==> src/rtl/spec_tx_pkg.sv <==
package spec_tx_pkg;
    typedef enum logic [2:0] {
        ST_IDLE,
        ST_PRE,
        ST_HDR,
        ST_WAIT,
        ST_PAY,
        ST_FCS
    } tx_state_e;

    localparam logic [31:0] CRC_POLY_REFL = 32'hEDB8_8320;
    localparam logic [7:0]  PRE_BYTE      = 8'h55;
    localparam logic [7:0]  SFD_BYTE      = 8'hD5;
    localparam int          PRE_LEN       = 8;
    localparam int          FCS_LEN       = 4;
endpackage

==> src/rtl/spec_tx_tpl_ram.sv <==
module spec_tx_tpl_ram #(
    parameter int DEPTH = 128,
    localparam int AW = (DEPTH > 1) ? $clog2(DEPTH) : 1
) (
    input  logic          clk,
    input  logic          wr_en,
    input  logic [AW-1:0] wr_addr,
    input  logic [7:0]    wr_data,
    input  logic [AW-1:0] rd_addr,
    output logic [7:0]    rd_data
);
    logic [7:0] mem [DEPTH];

    always_ff @(posedge clk) begin
        if (wr_en) begin
            mem[wr_addr] <= wr_data;
        end
    end

    assign rd_data = mem[rd_addr];
endmodule

==> src/rtl/spec_tx_crc_step.sv <==
module spec_tx_crc_step
    import spec_tx_pkg::*;
(
    input  logic [31:0] crc_in,
    input  logic [7:0]  data,
    output logic [31:0] crc_out
);
    always_comb begin
        logic [31:0] c;
        c = crc_in ^ {24'd0, data};
        for (int b = 0; b < 8; b++) begin
            c = c[0] ? ((c >> 1) ^ CRC_POLY_REFL) : (c >> 1);
        end
        crc_out = c;
    end
endmodule

==> src/rtl/spec_tx.sv <==
module spec_tx
    import spec_tx_pkg::*;
#(
    parameter int TPL_DEPTH = 128,
    parameter int PAY_BYTES = 32,
    localparam int AW  = (TPL_DEPTH > 1) ? $clog2(TPL_DEPTH) : 1,
    localparam int LW  = $clog2(TPL_DEPTH + 1),
    localparam int PW  = PAY_BYTES * 8,
    localparam int IW  = $clog2(TPL_DEPTH + PAY_BYTES + PRE_LEN + 1),
    localparam int PIW = (PAY_BYTES > 1) ? $clog2(PAY_BYTES) : 1
) (
    input  logic          clk,
    input  logic          rst_n,
    input  logic          tpl_we,
    input  logic [AW-1:0] tpl_waddr,
    input  logic [7:0]    tpl_wdata,
    input  logic [LW-1:0] hdr_len,
    input  logic          start_req,
    input  logic          match_stb,
    input  logic          nomatch_stb,
    input  logic [PW-1:0] match_fields,
    input  logic          tx_ready,
    output logic [7:0]    tx_data,
    output logic          tx_valid,
    output logic          tx_first,
    output logic          tx_last,
    output logic          orphan_err,
    output logic [15:0]   drop_count
);
    typedef struct packed {
        tx_state_e     st;
        logic [IW-1:0] idx;
        logic [LW-1:0] len;
        logic          decided;
        logic          good;
        logic [PW-1:0] pay;
        logic [31:0]   crc;
        logic          err;
        logic [15:0]   drops;
    } regs_t;

    regs_t r_q, r_d;

    logic [7:0]  tpl_byte;
    logic [31:0] crc_next;
    logic [31:0] fcs_word;
    logic [7:0]  pay_bytes [PAY_BYTES];

    spec_tx_tpl_ram #(.DEPTH(TPL_DEPTH)) u_tpl (
        .clk     (clk),
        .wr_en   (tpl_we),
        .wr_addr (tpl_waddr),
        .wr_data (tpl_wdata),
        .rd_addr (r_q.idx[AW-1:0]),
        .rd_data (tpl_byte)
    );

    spec_tx_crc_step u_crc (
        .crc_in  (r_q.crc),
        .data    (tx_data),
        .crc_out (crc_next)
    );

    for (genvar g = 0; g < PAY_BYTES; g++) begin : g_pay
        assign pay_bytes[g] = r_q.pay[g*8 +: 8];
    end

    // Good frame: inverted register; poisoned frame: the inverse of that.
    assign fcs_word = r_q.good ? ~r_q.crc : r_q.crc;

    always_comb begin
        tx_data = 8'h00;
        unique case (r_q.st)
            ST_PRE:  tx_data = (r_q.idx == IW'(PRE_LEN - 1)) ? SFD_BYTE : PRE_BYTE;
            ST_HDR:  tx_data = tpl_byte;
            ST_PAY:  tx_data = pay_bytes[r_q.idx[PIW-1:0]];
            ST_FCS:  tx_data = fcs_word[r_q.idx[1:0]*8 +: 8];
            default: tx_data = 8'h00;
        endcase
    end

    assign tx_valid   = (r_q.st == ST_PRE) || (r_q.st == ST_HDR) ||
                        (r_q.st == ST_PAY) || (r_q.st == ST_FCS);
    assign tx_first   = (r_q.st == ST_PRE) && (r_q.idx == '0);
    assign tx_last    = (r_q.st == ST_FCS) && (r_q.idx == IW'(FCS_LEN - 1));
    assign orphan_err = r_q.err;
    assign drop_count = r_q.drops;

    logic      busy, fire, dec_any, take_dec, eff_dec, eff_good;
    tx_state_e post_hdr;

    always_comb begin
        r_d      = r_q;
        busy     = (r_q.st != ST_IDLE);
        fire     = tx_valid && tx_ready;
        dec_any  = match_stb || nomatch_stb;
        take_dec = dec_any && !r_q.decided &&
                   ((r_q.st == ST_PRE) || (r_q.st == ST_HDR) || (r_q.st == ST_WAIT));
        eff_dec  = r_q.decided || take_dec;
        eff_good = r_q.decided ? r_q.good : !nomatch_stb;
        post_hdr = !eff_dec ? ST_WAIT : (eff_good ? ST_PAY : ST_FCS);

        if (dec_any && !busy) begin
            r_d.err = 1'b1;
        end
        if (take_dec) begin
            r_d.decided = 1'b1;
            r_d.good    = !nomatch_stb;
            r_d.pay     = match_fields;
        end
        if (start_req && busy && (r_q.drops != 16'hFFFF)) begin
            r_d.drops = r_q.drops + 16'd1;
        end

        unique case (r_q.st)
            ST_IDLE: begin
                if (start_req) begin
                    r_d.st      = ST_PRE;
                    r_d.idx     = '0;
                    r_d.len     = (hdr_len > LW'(TPL_DEPTH)) ? LW'(TPL_DEPTH) : hdr_len;
                    r_d.decided = 1'b0;
                    r_d.good    = 1'b0;
                    r_d.crc     = '1;
                end
            end
            ST_PRE: begin
                if (fire) begin
                    if (r_q.idx == IW'(PRE_LEN - 1)) begin
                        r_d.idx = '0;
                        r_d.st  = (r_q.len == '0) ? post_hdr : ST_HDR;
                    end else begin
                        r_d.idx = r_q.idx + 1'b1;
                    end
                end
            end
            ST_HDR: begin
                if (fire) begin
                    r_d.crc = crc_next;
                    if (r_q.idx == IW'(r_q.len) - 1'b1) begin
                        r_d.idx = '0;
                        r_d.st  = post_hdr;
                    end else begin
                        r_d.idx = r_q.idx + 1'b1;
                    end
                end
            end
            ST_WAIT: begin
                if (eff_dec) begin
                    r_d.idx = '0;
                    r_d.st  = eff_good ? ST_PAY : ST_FCS;
                end
            end
            ST_PAY: begin
                if (fire) begin
                    r_d.crc = crc_next;
                    if (r_q.idx == IW'(PAY_BYTES - 1)) begin
                        r_d.idx = '0;
                        r_d.st  = ST_FCS;
                    end else begin
                        r_d.idx = r_q.idx + 1'b1;
                    end
                end
            end
            ST_FCS: begin
                if (fire) begin
                    if (r_q.idx == IW'(FCS_LEN - 1)) begin
                        r_d.idx = '0;
                        r_d.st  = ST_IDLE;
                    end else begin
                        r_d.idx = r_q.idx + 1'b1;
                    end
                end
            end
            default: r_d.st = ST_IDLE;
        endcase
    end

    always_ff @(posedge clk) begin
        if (!rst_n) begin
            r_q       <= '0;
            r_q.st    <= ST_IDLE;
            r_q.crc   <= '1;
        end else begin
            r_q <= r_d;
        end
    end
endmodule

==> config.mk <==
export PLATFORM = sky130hd
export DESIGN_NAME = spec_tx
export DESIGN_NICKNAME = d
export VERILOG_FILES = /design/src/rtl/spec_tx_pkg.sv /design/src/rtl/spec_tx_tpl_ram.sv /design/src/rtl/spec_tx_crc_step.sv /design/src/rtl/spec_tx.sv
export SDC_FILE = /design/constraint.sdc
export NUM_CORES = 2
export LEC_CHECK = 0
export ABC_AREA = 1
export BUFFER_PORTS_ARGS = -buffer_cell sky130_fd_sc_hd__buf_2
export CORE_ASPECT_RATIO = 1.5
export CORE_MARGIN = 2
export CORE_UTILIZATION = 35
export DETAILED_ROUTE_END_ITERATION = 6
export MAX_ROUTING_LAYER = met4
export SYNTH_ARGS = -nofsm -noshare
export SYNTH_HDL_FRONTEND = slang
export SYNTH_HIERARCHICAL = 1
export SYNTH_SLANG_ARGS = --single-unit
==> constraint.sdc <==
create_clock -name clk -period 7 [get_ports clk]
set_input_delay 1.4 -clock clk [delete_from_list [all_inputs] [get_ports clk]]
set_output_delay 1.4 -clock clk [all_outputs]
set_load 0.01 [all_outputs]
==> impl_metrics.yaml <==
routing:
  first_iter_violations: 4068
  first_pass_iters: 7
  wl_met2_mm: 89.2
  wire_per_inst_um: 21.0
  wl_met1_mm: 67.3
  dr_wl_met3_mm: 12.8
  antenna_left: 0
  drc: 1
  top_layer: "met4"
  dr_total_vias: 43977
  viasPerCell: 5.23
  totalWireLength_mm: 177
power_and_ir_drop:
  clkPwrFrac: 0.297
  finalPower_uw: 22700
  switching_share: 0.344
  irDropWorstVdd_mv: 0.229
  p_leak_uw: 0.0238
  power.share.combinational: 0.278
  p_seq_frac: 0.425
  p_per_area_nw_per_um2: 349
  power.net_switching_uw: 7810
  p_int_uw: 14900
finish:
  final_common_cell: "nand2_1"
  fin_area_um2: 65100
  drive_gt1_frac: 0.103
  nFillCells: 16258
  regArea_um2: 37300
  layout_common_cells: "nand2_1, nand3_1, edfxtp_1, nor2_1, o21ai_0"
  multi_input_area_um2: 18400
  final_nets: 6343
  syn_to_final_growth_pct: 11.9
worst_setup_path:
  crit_path_max_fanout: 196
  crit_slowest_cell: "dfxtp_4"
  slowest_delay_ns: 0.77
  critPathArrivalTime_ns: 4.40
  cp-end-kind: "output pin"
  cp.required_ns: 5.60
  worstPathCellList: "buf_12, nand2_1, nand3_1, nand3_1, nand3_1, nand2_1, nand2_1, nand3_1, nand2_1, nand2_1, nand2_1, o21ai_0, o311ai_1, buf_2"
  startpoint_type: "flop"
  ff2ff_path_depth: 21
  crit_type: "reg2out"
  crit_top_cell: "nand2_1"
die:
  die_h_um: 503
  initial_utilization: 0.352
  row_count: 183
  die_w_um: 337
  core_area_um2: 166000
  io_pins: 314
  fp.dieArea_um2: 170000
synth:
  ys_seq_elements: 1350
  yosysUniqueCellTypes: 58
  yosysTopAreaCellShare: 0.528
  syn_avg_cell_area_um2: 9.74
  ys_seq_area_frac: 0.641
  ys_async_sr_fraction: 0
  yosys_warnings: 6
  netlist_instances: 5973
  yosys-top-cells-area: "edfxtp_1, dfxtp_1, nand2_1, nand3_1, nor2_1"
  synth_area_um2: 58200
  synth-edff-count: 1024
  synth_top_area_cell: "edfxtp_1"
  syn_nets: 6263
  synthFlopType: "edfxtp_1"
placement:
  io_buffers: 313
  placedInstanceArea_um2: 61100
  gp_congestion: 0.894
  place_hpwl_mm: 108
cts:
  cts-root-buf: "clkbuf_16"
  clk_pin_slew_ns: 0.06
  postCtsSetupRepairBufs: 0
  cts_resized: 0
  cts_tree: "yes"
  cts_buffer_depth: 3
  cts.sinks: 1350
  clk_latency_ns: 0.76
  cts_buffers: 117
  postCtsHoldBufs: 0
  h-tree-depth: 3
timing:
  finalClockSkew_ns: 0.0266
  slew_viol_final: 0
  rsz0062_at_grt: "no"
  maxSlewHeadroom: 0.238
  worst_pin_slew_ns: 1.14
  fmax_mhz: 172
  setup_viol: 0
  min_period_ns: 5.80
  setup_tns_ns: 0
  hold_violations: 0
  finalCritPeriodShare: 0.829
global_route:
  grt_pass1_vias: 42460
  grt_usage: 0.208
  antenna_found_initial: 23
  grt_pass1_wl_mm: 262
  grt_max_degree: 197
  grt_remaining_overflow: 0
run_status:
  violations: "DRC"
  status: "finished, violations left"
worst_hold_path:
  whs_path_depth: 1
  hold_class: "reg2reg"
job:
  drv_cap: 0
## synthesized netlist by cell type, drive strengths merged (3+ instances only)
library cell / n
xor2: 54
nand2: 1530
o311ai: 6
o211ai: 27
o221ai: 7
o21ai: 437
dfxtp: 326
ha: 4
o21bai: 3
nand3: 1037
nor3: 17
edfxtp: 1024
xnor2: 5
nor4: 4
buf: 273
nand4: 19
nor2: 856
a21oi: 34
clkbuf: 135
o22ai: 45
inv: 111
## area by class of cell
cell class	instances	share of cell area
diodes	34	0.00131
clock buffers	147	0.0480
clock inverters	70	0.0127
inverters	111	0.00700
multi-input cells	4104	0.282
flip-flops and latches	1350	0.573
well taps	2220	0.0427
repair buffers	369	0.0332
## worst max-delay path: cells and delay by family, from the launching register on
kind | cells | cell delay [ns]
buffers and inverters | 2 | 0.86
DFF | 1 | 0.77
and+or+nand+nor | 10 | 1.25
AOI/OAI and AO/OA | 2 | 0.42
## power groups by stage
stage	clock, uW	sequential, uW	combinational [uW]
after global routing	7160	9710	7040
after detailed placement	0	9810	6240
after floorplan	0	9670	4650
final	6750	9650	6310
after CTS	6880	9640	6270
after global placement	0	9790	6190
## path summary, 6_finish.rpt
path	slack [ns]	to	startpoint
setup / recovery	1.20	tx_data[4]	r_q[315]$_SDFFE_PN0P_
hold reg to reg	0.47	orphan_err$_SDFFE_PN0P_	orphan_err$_SDFFE_PN0P_
setup reg to reg	2.13	r_q[43]$_SDFFE_PN1P_	r_q[315]$_SDFFE_PN0P_
hold / removal	0.47	orphan_err$_SDFFE_PN0P_	orphan_err$_SDFFE_PN0P_
## flip-flops by register name, summed over array words and instances, names as in the netlist
signal and cells:
drop_count 16, orphan_err 1, pay_bytes 256, r_q 53
u_tpl/mem 1024
## cells by family (layout without fill, tap and decap cells)
family,after synthesis,count (layout),synth area share
buf+inv,519,697,0.0442
fa+ha+maj,4,4,0.000860
flops,1350,1350,0.641
xor+xnor,59,59,0.00927
compound gates,569,569,0.0528
other cells,0,34,0
simple gates,3472,3472,0.252
## metal layers
metal	vias up	GRT usage
li1	20626	-
met1	21400	0.238
met2	1637	0.361
met3	314	0.0351
met4	0	0.0859
met5	-	-
## metrics by stage
step	util	setup WS, ns	hold WS, ns	cells
global placement	0.369	2.01	0.458	8154
CTS	0.393	1.19	0.473	8371
detailed placement	0.369	1.99	0.457	8154
floorplan	-	3.78	0.449	5973
finish	0.393	1.20	0.469	8405
global route	0.393	0.969	0.487	8394
Power figures use the tool's default switching activity.
